<file path="src/rtl/i2s_tx.sv">
module i2s_tx #(
  parameter int SAMPLE_W = 16,
  parameter int SLOT_W   = 24
) (
  input  logic                  clk,
  input  logic                  rst_n,
  input  logic                  glb_en,
  input  logic                  tx_en,
  input  logic                  slave_mode,
  input  logic                  bclk_inv,
  input  logic                  lrclk_inv,
  input  logic [1:0]            frame_fmt,
  input  logic [2:0]            chan_cnt,
  input  logic [7:0]            chan_map,
  input  logic                  bclk_tick,
  input  logic                  ext_bclk,
  input  logic                  ext_lrclk,
  input  logic [2*SAMPLE_W-1:0] s_data,
  input  logic                  s_valid,
  output logic                  s_ready,
  output logic                  bclk_o,
  output logic                  lrclk_o,
  output logic                  sd_o,
  output logic                  underrun_o
);
  localparam int PW  = $clog2(SLOT_W);
  localparam int PAD = SLOT_W - SAMPLE_W;

  logic                  bclk_q, half_q, run_q, prev_lr_q, sd_q, urun_q;
  logic [PW-1:0]         pos_q;
  logic [2*SAMPLE_W-1:0] pair_q;
  logic [2:0]            bsync_q;
  logic [1:0]            lsync_q;

  logic                  nx_run, nx_half, bound, tx_bit;
  logic [PW-1:0]         nx_pos, rev;
  logic [2*SAMPLE_W-1:0] src;
  logic [3:0]            idx;
  logic [SAMPLE_W-1:0]   smp;
  logic [SLOT_W-1:0]     word;

  wire active = glb_en & tx_en;
  wire bn_new = bsync_q[1] ^ bclk_inv;
  wire bn_old = bsync_q[2] ^ bclk_inv;
  wire lr_ext = lsync_q[1] ^ lrclk_inv;
  wire launch = active & (slave_mode ? (bn_old & ~bn_new) : (bclk_tick & bclk_q));

  always_comb begin
    nx_run  = run_q;
    nx_half = half_q;
    nx_pos  = pos_q;
    bound   = 1'b0;
    if (!slave_mode) begin
      if (!run_q) begin
        nx_run = 1'b1; nx_half = 1'b0; nx_pos = '0; bound = 1'b1;
      end else if (pos_q == PW'(SLOT_W-1)) begin
        nx_pos = '0; nx_half = ~half_q; bound = half_q;
      end else begin
        nx_pos = pos_q + 1'b1;
      end
    end else begin
      if (!run_q) begin
        if (prev_lr_q && !lr_ext) begin
          nx_run = 1'b1; nx_half = 1'b0; nx_pos = '0; bound = 1'b1;
        end
      end else if (lr_ext != half_q) begin
        nx_half = lr_ext; nx_pos = '0; bound = ~lr_ext;
      end else if (pos_q != PW'(SLOT_W-1)) begin
        nx_pos = pos_q + 1'b1;
      end
    end
  end

  assign src = bound ? (s_valid ? s_data : '0) : pair_q;
  assign idx = nx_half ? chan_map[7:4] : chan_map[3:0];

  always_comb begin
    smp = '0;
    if ((!nx_half || chan_cnt != 3'd0) && idx < 4'd2)
      smp = idx[0] ? src[2*SAMPLE_W-1:SAMPLE_W] : src[SAMPLE_W-1:0];
    case (frame_fmt)
      2'd1:    word = SLOT_W'(smp) << PAD;
      2'd2:    word = SLOT_W'(smp);
      default: word = (SLOT_W'(smp) << PAD) >> 1;
    endcase
  end

  assign rev    = PW'(SLOT_W-1) - nx_pos;
  assign tx_bit = word[rev];

  always_ff @(posedge clk or negedge rst_n) begin
    if (!rst_n) begin
      bsync_q <= '0; lsync_q <= '0;
      bclk_q <= 1'b0; half_q <= 1'b0; run_q <= 1'b0; prev_lr_q <= 1'b0;
      sd_q <= 1'b0; urun_q <= 1'b0; pos_q <= '0; pair_q <= '0;
    end else begin
      bsync_q <= {bsync_q[1:0], ext_bclk};
      lsync_q <= {lsync_q[0], ext_lrclk};
      if (!active) begin
        bclk_q <= 1'b0; half_q <= 1'b0; run_q <= 1'b0; prev_lr_q <= 1'b0;
        sd_q <= 1'b0; urun_q <= 1'b0; pos_q <= '0;
      end else begin
        if (!slave_mode && bclk_tick) bclk_q <= ~bclk_q;
        if (launch) begin
          run_q     <= nx_run;
          half_q    <= nx_half;
          pos_q     <= nx_pos;
          prev_lr_q <= lr_ext;
          sd_q      <= nx_run & tx_bit;
          if (bound) begin
            pair_q <= src;
            urun_q <= ~s_valid;
          end
        end
      end
    end
  end

  assign s_ready    = launch & bound;
  assign sd_o       = sd_q;
  assign underrun_o = urun_q;
  assign bclk_o     = slave_mode ? 1'b0 : (bclk_q ^ bclk_inv);
  assign lrclk_o    = slave_mode ? 1'b0 : (half_q ^ lrclk_inv);


  idle_quiet_chk: assert property (@(posedge clk) disable iff (!rst_n)
    !active |=> !sd_o);

  bclk_hold_chk: assert property (@(posedge clk) disable iff (!rst_n)
    (active && !slave_mode && !bclk_tick) |=>
      (!active || slave_mode || (bclk_inv != $past(bclk_inv)) || $stable(bclk_o)));

  boundary_pos_chk: assert property (@(posedge clk) disable iff (!rst_n)
    s_ready |=> (pos_q == '0 && !half_q && run_q));

  underrun_set_chk: assert property (@(posedge clk) disable iff (!rst_n)
    (s_ready && !s_valid) |=> underrun_o);

  underrun_clr_chk: assert property (@(posedge clk) disable iff (!rst_n)
    (s_ready && s_valid) |=> !underrun_o);

  mute_right_chk: assert property (@(posedge clk) disable iff (!rst_n)
    (launch && nx_half && chan_cnt == 3'd0) |=> !sd_o);
endmodule

</file>
<file path="config.mk">
export PLATFORM = sky130hd
export DESIGN_NAME = i2s_tx
export DESIGN_NICKNAME = d
export VERILOG_FILES = /design/src/rtl/i2s_tx.sv
export SDC_FILE = /design/constraint.sdc
export NUM_CORES = 1
export LEC_CHECK = 0
export ABC_AREA = 1
export BUFFER_PORTS_ARGS = -buffer_cell sky130_fd_sc_hd__buf_2
export CORE_MARGIN = 4
export CORE_UTILIZATION = 25
export CTS_CLUSTER_DIAMETER = 50
export CTS_CLUSTER_SIZE = 40
export DETAILED_ROUTE_END_ITERATION = 10
export PLACE_DENSITY = 0.42
export SLEW_MARGIN = 0
export SYNTH_ARGS = -nofsm -noshare
export SYNTH_HDL_FRONTEND = slang
export SYNTH_SLANG_ARGS = --single-unit
export TNS_END_PERCENT = 1
</file>
<file path="constraint.sdc">
create_clock -name clk -period 4.8 [get_ports clk]
set_input_delay 0.24 -clock clk [delete_from_list [all_inputs] [get_ports clk]]
set_output_delay 0.24 -clock clk [all_outputs]
set_load 0.02 [all_outputs]
</file>
==> flow_summary.ini, run 1 <==
[run_status]
status = complete, no violations

[die]
rows = 44
ioPinCount = 61
die_w_um = 129
coreArea_um2 = 14500
die-area_um2 = 16700
die_y_um = 129
start_util_pct = 25.4

[setup_path]
r2r_cells = 21
slowest_stage = o21ai_2
cp_common_cell = nand2_1
cpPeakStageDelay_ps = 810
cp_top_family = simple AND/OR/NAND/NOR gates
worstPathCellList = ha_1 -> nand2_1 -> clkinv_1 -> nand3_2 -> inv_1 -> ha_1 -> nand2_1 -> nand2_1 -> nand2_4 -> o21ai_2 -> buf_4 -> nand4_1 -> nand2_1 -> clkinv_1 -> nand2_1 -> nand3_1 -> nand2_1 -> nand2_1 -> nand3_1 -> nand3_1 -> nand2_1
cp.required_ps = 5030
cp-start-kind = flip-flop
cp.depth = 21
worstSetupPathType = flip-flop to flip-flop
crit_arrival_ps = 3690
crit_path_end_kind = flip-flop
crit_fanout = 28
path_buf_inv = 4
r2r_slack_ps = 1340

[yosys]
synth_top_area_cell = dfrtp_1
synth.ff_latch_count = 48
syn_inst = 562
ys_types = 33
synth_top_area_share_pct = 32.7
synth-seq-area-share_pct = 32.7
synthesis.nets = 624
syn_area_per_cell_um2 = 6.54
ys.flop_type = dfrtp_1
synth_edf_count = 0
synth_warnings = 0
async_reset_ff_share_pct = 100
synthTopCellsByArea = dfrtp_1 33%, nand2_1 19%, nand3_1 9.3%
synth_area_um2 = 3680

[timing]
min_period_ps = 3460
fmax_mhz = 289
fin_skew_ps = 8.61
rsz0062_at_grt = no
worstMarginPinSlew_ps = 1050
finalSetupViolations = 0
maxSlewHeadroom_pct = 29.8
fin_crit_sh_pct = 72.0
maxSlewViolCount = 0
timing_hold_violations_final = 0
worst_slack_ps = 1340
finalSetupTns_ps = 0

[grt]
grt_pass1_vias = 3576
grt_overflow = 0
grt_max_degree = 66
grtUsageTotal_pct = 14.4
antenna_found_initial = 0
grt_pass1_wl_um = 19200

[finish]
multi_input_area_um2 = 2080
nNetsFinal = 666
final_common_cell = nand2_1
final_area_um2 = 4210
regArea_um2 = 1200
final_cell_mix = 188 x nand2_1, 68 x nand3_1, 60 x buf_2, 48 x inv_1, 48 x dfrtp_1
layout-drive-gt1-share_pct = 16.5
n_fill_cell = 1654
syn2layout_area_growth_pct = 14.4
post-route-util_pct = 29.1
diodes = 0

[placed_design]
placed_area_um2 = 4060
post-dp-hpwl_um = 8860
dp_slack_ps = 1370
gp_congestion = 0.874
port_buffers = 60

[detailed_routing]
routed_via_density = 4.77
vias = 3763
dr.pass1.iters = 5
ant_nets = 0
drt_first_iter_violations = 228
drc = 0
wirelength_um = 11800
wl_per_cell_um = 14.9

[clocking]
cts_root_buffer = clkbuf_16
cts_tree = done
ctsHoldBuffers = 0
clk_latency_ps = 300
cts_setup_buffers = 0
cts_buffer_depth = 2
numCtsBuffers = 5
cts_resized = 0
clock_sinks = 48
cts_max_level = 2
clkTransAtPathRegs_ps = 70

[power_and_ir_drop]
power_mw = 1.18
peakVddDrop_mv = 0.113
cellLeakagePower_nw = 2.09
p_per_area_nw_per_um2 = 281

[run]
maxCapViolations = 0

[worst_hold_path]
hold_depth = 1
hold_path_class = input pin to flip-flop
worst register-to-register path, stage by stage (launching register included):
cell and delay, ps:
dfrtp_1 410, ha_1 220, nand2_1 80, clkinv_1 100, nand3_2 120, inv_1 60, ha_1 260, nand2_1 50
nand2_1 170, nand2_4 90, o21ai_2 810, buf_4 330, nand4_1 110, nand2_1 80, clkinv_1 60, nand2_1 50
nand3_1 60, nand2_1 80, nand2_1 50, nand3_1 80, nand3_1 70, nand2_1 60
per-stage QoR:
step / hold WS, ps / cells
3_3_place_gp: 335 / 781
6_report: 53.4 / 789
3_5_place_dp: 340 / 781
2_1_floorplan: -55.6 / 562
5_1_grt: 51.4 / 789
4_1_cts: 44.3 / 789
metal layers:
layer | part of all wire (%) | track usage [%] | vias up
met2 | 46 | 23.4 | 87
met5 | 0 | 0 | -
met4 | 1.5 | 3.46 | 0
met3 | 3.7 | 2.23 | 16
met1 | 48 | 20.3 | 1726
li1 | - | - | 1934
flip-flops by register name, indices dropped and copies added (netlist names):
| register | cells |
|---|---|
| pos_q | 5 |
| bclk_q | 1 |
| underrun_o | 1 |
| pair_q | 32 |
| lsync_q | 2 |
| run_q | 1 |
| half_q | 1 |
| bsync_q | 3 |
| prev_lr_q | 1 |
| sd_o | 1 |
report_power, final:
group | total, mW | leakage [nW] | internal, mW | switching (mW)
combinational | 0.308 | 1.38 | 0.103 | 0.204
clock | 0.373 | 0.0701 | 0.208 | 0.164
sequential | 0.500 | 0.634 | 0.468 | 0.0324
total | 1.18 | 2.09 | 0.779 | 0.401
cells by family (layout without fill, tap and decap cells):
group                      count (synthesis)  in the layout  synth area share [%]
and+or+nand+nor                          339            339                  41.9
buffers and inverters                     86            129                  10.7
xor gates and xnor gates                   1              1                 0.238
AOI/OAI and AO/OA                         82             82                  12.5
adders and majority gates                  6              6                  2.04
DFF                                       48             48                  32.7
cells in the mapped netlist, types with 2 or more instances:
library cell and n:
nand2_1 188, nand3_1 68, dfrtp_1 48, inv_1 48, o21ai_0 45, nor2_1 36, nand4_1 26, a21oi_1 15
buf_2 12, clkbuf_1 8, inv_2 7, buf_6 6, ha_1 6, nand2_4 5, nand3_2 5, o21ai_1 5
o22ai_1 5, a21oi_2 3, buf_4 3, nand2_2 3, nor3_1 3, o21a_1 3, clkinv_1 2, nand3_4 2
o21ai_2 2
layout make-up:
| class | instances | area share, % |
|---|---|---|
| multi-input cells | 428 | 49.5 |
| flip-flops and latches | 48 | 28.5 |
| repair buffers | 64 | 7.85 |
| well taps | 184 | 5.47 |
| inverters | 57 | 5.08 |
| clock buffers | 7 | 3.39 |
| clock inverters | 1 | 0.178 |
worst paths after layout:
| check | endpoint | start |
|---|---|---|
| setup / recovery | sd_o | pos_q[0] |
| hold / removal | bsync_q[0] | ext_bclk |
| setup reg to reg | sd_o | pos_q[0] |
| hold reg to reg | bsync_q[1] | bsync_q[0] |
| max in group asynchronous | pair_q[17] | rst_n |
| min in group asynchronous | prev_lr_q | rst_n |
No activity file was read; power rests on OpenSTA's default activity.
==> inputs of run 2 (changes only) <==
--- a/config.mk
+++ b/config.mk
@@ -5,14 +5,14 @@
 export SDC_FILE = /design/constraint.sdc
 export NUM_CORES = 1
 export LEC_CHECK = 0
-export ABC_AREA = 1
+export ABC_AREA = 0
 export BUFFER_PORTS_ARGS = -buffer_cell sky130_fd_sc_hd__buf_2
 export CORE_MARGIN = 4
 export CORE_UTILIZATION = 25
 export CTS_CLUSTER_DIAMETER = 50
 export CTS_CLUSTER_SIZE = 40
 export DETAILED_ROUTE_END_ITERATION = 10
-export PLACE_DENSITY = 0.42
+export PLACE_DENSITY = 0.43
 export SLEW_MARGIN = 0
 export SYNTH_ARGS = -nofsm -noshare
 export SYNTH_HDL_FRONTEND = slang
==> constraint.sdc (replaced) <==
create_clock -name clk -period 2.84 [get_ports clk]
set_input_delay 0.142 -clock clk [delete_from_list [all_inputs] [get_ports clk]]
set_output_delay 0.142 -clock clk [all_outputs]
set_load 0.02 [all_outputs]
==> run 2 against run 1 <==
Sequential power grew 61%. The flow now finishes with violations (setup timing). Register-to-register slack lost 1700 ps. Combinational power grew 69%.
==> flow_summary.ini, run 2 <==
[run_status]
status = complete, but fails checks
failed_checks = setup timing

[timing]
min_period_ps = 3180
worst_slack_ps = -335
maxSlewViolCount = 0
fin_crit_sh_pct = 112
hold_ws_ps = 91.6
finalSetupTns_ps = -335
fin_skew_ps = 3.72
rsz0062_at_grt = yes
maxSlewHeadroom_pct = 63.6
timing_hold_violations_final = 0
fmax_mhz = 315
worstMarginPinSlew_ps = 541
finalSetupViolations = 1

[setup_path]
cp_common_cell = o211ai_1
cp.required_ps = 3040
crit_path_end_kind = flip-flop
cp-start-kind = flip-flop
cpPeakStageDelay_ps = 390
crit_fanout = 4
slowest_stage = dfrtp_1
worstSetupPathType = flip-flop to flip-flop
worstPathCellList = ha_2 -> nand4b_1 -> inv_2 -> ha_4 -> o21ai_4 -> a21o_4 -> buf_6 -> buf_4 -> and3_4 -> buf_4 -> o211ai_1 -> o31ai_2 -> a32oi_1 -> o211ai_1 -> o211ai_1 -> a32oi_1 -> a31o_1
crit_arrival_ps = 3380

[die]
die_w_um = 130
start_util_pct = 25.4
coreArea_um2 = 14500
die-area_um2 = 16800
ioPinCount = 61
die_y_um = 130
rows = 44

[finish]
diodes = 0
nNetsFinal = 664
top_register = pair_q
final_cell_mix = 99 x nand2_1, 79 x buf_4, 60 x buf_2, 48 x o21ai_0, 48 x dfrtp_1
syn2layout_area_growth_pct = 39.5
post-route-util_pct = 35.5
n_fill_cell = 1563
reg_top3 = pair_q x32, pos_q x5, bsync_q x3
final_area_um2 = 5160
layout-drive-gt1-share_pct = 31.7
final_common_cell = nand2_1
largest_reg_flops = 32

[yosys]
synthesis.nets = 538
synth_top_area_cell = dfrtp_1
synthTopCellsByArea = dfrtp_1 32%, nand2_1 10%, o21ai_0 6.8%
synth.ff_latch_count = 48
synth-seq-area-share_pct = 32.5
syn_area_per_cell_um2 = 7.77
synth_top_family_by_area = compound AO/OA/AOI/OAI gates
yosysMostFrequentCell = nand2_1
ys_types = 60
ys.flop_type = dfrtp_1
synth_edf_count = 0
synth_warnings = 0
synthMuxAreaShare_pct = 9.54
syn_inst = 476
synthAdderAreaFrac_pct = 2.03
post_synth_and_or_nand_nor_area_fraction_pct = 22.9
synth_compound_area_share_pct = 27.0
async_reset_ff_share_pct = 100
synth_xor_area_share_pct = 1.42
synth_area_um2 = 3700
synth_top_area_share_pct = 32.5
yosys-top-cells-count = 100 x nand2_1, 50 x o21ai_0, 48 x dfrtp_1, 29 x nor2_1, 26 x clkbuf_1

[detailed_routing]
wirelength_um = 13300
routed_via_density = 5.09
wl_per_cell_um = 16.9
met3WireLength_um = 492
vias = 4004
drc = 0
wl_met1_um = 6430
drt_first_iter_violations = 289
met2_length_um = 6110
dr.pass1.iters = 5
ant_nets = 0
top_layer = met4

[placed_design]
dp_slack_ps = -465
post-dp-hpwl_um = 10100
placed_area_um2 = 4770
gp_congestion = 0.975
port_buffers = 60

[power_and_ir_drop]
cellLeakagePower_nw = 2.28
peakVddDrop_mv = 0.278
p_per_area_nw_per_um2 = 382

[clocking]
clk_latency_ps = 310
clock_sinks = 48
clkTransAtPathRegs_ps = 70
numCtsBuffers = 5
cts_buffer_depth = 2
cts_max_level = 2
cts_tree = done
cts_root_buffer = clkbuf_16

[grt]
grtUsageTotal_pct = 16.3
antenna_found_initial = 0
grt_max_degree = 49
grt_pass1_vias = 3988
grt_pass1_wl_um = 21600
grt_overflow = 0

[run]
maxCapViolations = 0

[worst_hold_path]
hold_path_class = input pin to flip-flop
run 2: changes by cell type after synthesis, moves of 10 or more:
cell / change
buf_2: -10
nand4_1: -18
mux2i_1: +24
nand3_1: -47
clkbuf_1: +18
nand2_1: -88
inv_1: -35
o211ai_1: +10
run 2: cells by family after synthesis:
kind of cell	after synthesis
xor+xnor	6
flops	48
buf+inv	44
simple gates	189
fa+ha+maj	6
mux	33
compound gates	150
run 2: what timing repair did:
action,4_1_cts,5_1_grt
cloned,1,0
resized for setup,25,6
endpoints found under the hold margin,17,0
setup endpoints to repair,1,2
setup buffers,2,1
hold buffers,3,0
pin swaps,15,7
run 2: layout make-up:
class                   instances  area, µm²  share of cell area [%]
multi-input cells             384       2480                    48.0
flip-flops and latches         48       1200                    23.3
repair buffers                149       1050                    20.3
well taps                     184        230                    4.46
clock buffers                   7        143                    2.76
inverters                      14       52.6                    1.02
clock inverters                 1       7.51                   0.145
run 2: through the flow:
step	instances	total power [mW]
final	787	1.97
after global routing	787	2.07
after CTS	786	1.99
after detailed placement	773	1.30
after global placement	773	1.30
after floorplan	476	1.07
run 2: per-layer routing:
layer | track usage (%) | up-vias
met3 | 2.60 | 15
met5 | 0 | -
li1 | - | 1995
met1 | 22.7 | 1905
met4 | 5.01 | 0
met2 | 26.0 | 89
run 2: worst paths after layout:
kind                       startpoint  cells after the start  slack, ps         end
max                          pos_q[0]                     17       -340        sd_o
min                        s_data[31]                      3         90  pair_q[31]
max reg2reg                  pos_q[0]                     17       -340        sd_o
min reg2reg                lsync_q[0]                      0        350  lsync_q[1]
max in group asynchronous       rst_n                      3       1730  pair_q[13]
min in group asynchronous       rst_n                      2        300       run_q
run 2: power breakdown:
group | switching [mW] | internal, mW | leakage [nW]
Clock | 0.290 | 0.352 | 0.0701
Sequential | 0.0480 | 0.757 | 0.641
Combinational | 0.286 | 0.236 | 1.57
run 2: worst max-delay path: cells and delay by family (launching register included):
family	cells	cell delay, ps
buffers and inverters	4	440
adders and majority gates	2	470
AOI/OAI and AO/OA	9	1490
DFF	1	390
and+or+nand+nor	2	290
==> inputs of run 3 (changes only) <==
--- a/config.mk
+++ b/config.mk
@@ -10,9 +10,7 @@
 export CORE_MARGIN = 4
 export CORE_UTILIZATION = 25
 export CTS_CLUSTER_DIAMETER = 50
-export CTS_CLUSTER_SIZE = 40
 export DETAILED_ROUTE_END_ITERATION = 10
-export PLACE_DENSITY = 0.43
 export SLEW_MARGIN = 0
 export SYNTH_ARGS = -nofsm -noshare
 export SYNTH_HDL_FRONTEND = slang
==> constraint.sdc (replaced) <==
create_clock -name clk -period 3.5 [get_ports clk]
set_input_delay 0.175 -clock clk [delete_from_list [all_inputs] [get_ports clk]]
set_output_delay 0.175 -clock clk [all_outputs]
set_load 0.02 [all_outputs]
==> run 3 against run 2 <==
The run ends with hold timing left. Largest cell class unchanged. Power decreased by 19%. Via count fell by 2.1%. Clock power shrank 9.5%. Largest power group unchanged. Worst setup slack better by 510 ps.
==> flow_summary.ini, run 3 (same netlist as run 2, synthesis figures left out) <==
[grt]
grt_pass1_vias = 3977
grt_max_degree = 64
antenna_found_initial = 0
grt_pass1_wl_um = 20000
grt_overflow = 0
grtUsageTotal_pct = 14.8

[timing]
min_period_ps = 3330
fmax_mhz = 301
finalSetupTns_ps = 0
rsz0062_at_grt = no
maxSlewViolCount = 0
finalSetupViolations = 0
fin_skew_ps = 13.6
worstMarginPinSlew_ps = 705
fin_crit_sh_pct = 95.0
hold_ws_ps = -10.8
timing_hold_violations_final = 10
maxSlewHeadroom_pct = 53.0

[setup_path]
r2r-end = sd_o
cp-start-kind = flip-flop
cp.required_ps = 3690
worstSetupPathType = flip-flop to flip-flop
crit_arrival_ps = 3520
r2r_slack_ps = 170
crit_fanout = 8
crit_path_end_kind = flip-flop
reg2reg_from = pos_q[0]
r2r_cells = 14

[power_and_ir_drop]
peakVddDrop_mv = 0.238
p_per_area_nw_per_um2 = 341
cellLeakagePower_nw = 2.04

[placed_design]
place_inst = 725
port_buffers = 60
post-dp-hpwl_um = 9280
gp_congestion = 0.897

[finish]
top_register = pair_q
n_fill_cell = 1591
syn2layout_area_growth_pct = 26.4
final_common_cell = nand2_1
reg_top3 = pair_q x32, pos_q x5, bsync_q x3
diodes = 0
layout-drive-gt1-share_pct = 23.7
nNetsFinal = 614
post-route-util_pct = 32.2
final_cell_mix = 100 x nand2_1, 60 x buf_2, 49 x o21ai_0, 48 x dfrtp_1, 35 x buf_4
largest_reg_flops = 32
fin_cells = 737

[clocking]
clock_sinks = 48
clkTransAtPathRegs_ps = 80
cts_buffer_depth = 2
clk_latency_ps = 310
numCtsBuffers = 5
cts_max_level = 2
cts_root_buffer = clkbuf_16
cts_tree = done

[die]
ioPinCount = 61
rows = 44
die_w_um = 130
die-area_um2 = 16800
start_util_pct = 25.4
coreArea_um2 = 14500
die_y_um = 130

[run_status]
status = complete, but fails checks
failed_checks = hold timing

[detailed_routing]
wirelength_um = 12200
routed_via_density = 5.32
drt_first_iter_violations = 265
wl_per_cell_um = 16.6
dr.pass1.iters = 5
ant_nets = 0
drc = 0
vias = 3918

[run]
maxCapViolations = 0

[worst_hold_path]
hold_path_class = input pin to asynchronous set/reset pin
## run 3: cell types whose count changed in the layout (fill, tap and decap cells not counted), moves of 2 or more
cell / change
buf_6: -2
buf_4: -44
clkinv_4: +2
mux2i_2: -2
nor2_2: -2
ha_1: +2
mux2i_1: +2
o31ai_1: +2
## run 3: layout make-up
cell class / count / area [µm²] / area share, %
flip-flops and latches: 48 / 1200 / 25.7
multi-input cells: 384 / 2390 / 51.2
clock inverters: 3 / 47.5 / 1.02
repair buffers: 99 / 623 / 13.3
clock buffers: 5 / 125 / 2.68
inverters: 14 / 52.6 / 1.12
well taps: 184 / 230 / 4.93
## run 3: power by group
group          leakage [nW]  internal [mW]  switching [mW]
registers             0.641          0.614          0.0368
logic                  1.31          0.152           0.210
clock network        0.0840          0.340           0.240
## run 3: how the worst max path moves through the flow
stage | start | end | cells past startpoint
6_report | pos_q[0] | sd_o | 14
5_1_grt | pos_q[0] | sd_o | 16
4_1_cts | pos_q[0] | sd_o | 16
3_5_place_dp | pos_q[0] | sd_o | 14
3_3_place_gp | pos_q[0] | sd_o | 14
2_1_floorplan | pos_q[0] | sd_o | 14
## run 3: per-layer routing
| metal | GRT usage [%] | wire length, µm | part of all wire (%) | up-vias |
|---|---|---|---|---|
| met1 | 19.7 | 5530 | 45 | 1857 |
| li1 | - | - | - | 1899 |
| met4 | 4.10 | 182 | 1.5 | 0 |
| met5 | 0 | 0 | 0 | - |
| met3 | 3.38 | 803 | 6.6 | 17 |
| met2 | 24.2 | 5730 | 47 | 145 |
## run 3: what timing repair did
action / 4_1_cts / 5_1_grt
hold endpoints to repair: 2 / 0
endpoints found under the setup margin: 1 / 1
buffers inserted: 0 / 2
hold buffers: 2 / 0
resized for setup: 3 / 14
pin swaps: 0 / 3
gates cloned: 0 / 0
## run 3: stage by stage
| stage | cell area, µm² | total power [mW] | hold slack (ps) | setup slack [ps] |
|---|---|---|---|---|
| finish | 4670 | 1.59 | -10.8 | 175 |
| global route | 4670 | 1.68 | 46.4 | 5.26 |
| CTS | 4600 | 1.61 | 12.0 | 5.29 |
| detailed placement | 4400 | 1.02 | 285 | -420 |
| global placement | 4400 | 1.01 | 287 | -411 |
| floorplan | 3700 | 0.869 | -121 | 53.3 |
## run 3: critical path, cell delays in order, from the launching register on
cell      delay (ps)
dfrtp_1          390
ha_1             210
nand4b_1         120
inv_1             80
ha_1             290
o21ai_2           70
a21o_4           230
a21oi_4          300
nor2_4            70
mux4_2           330
a311o_1          380
a41oi_1          170
a32oi_1           90
a211o_1          300
a31o_1           180
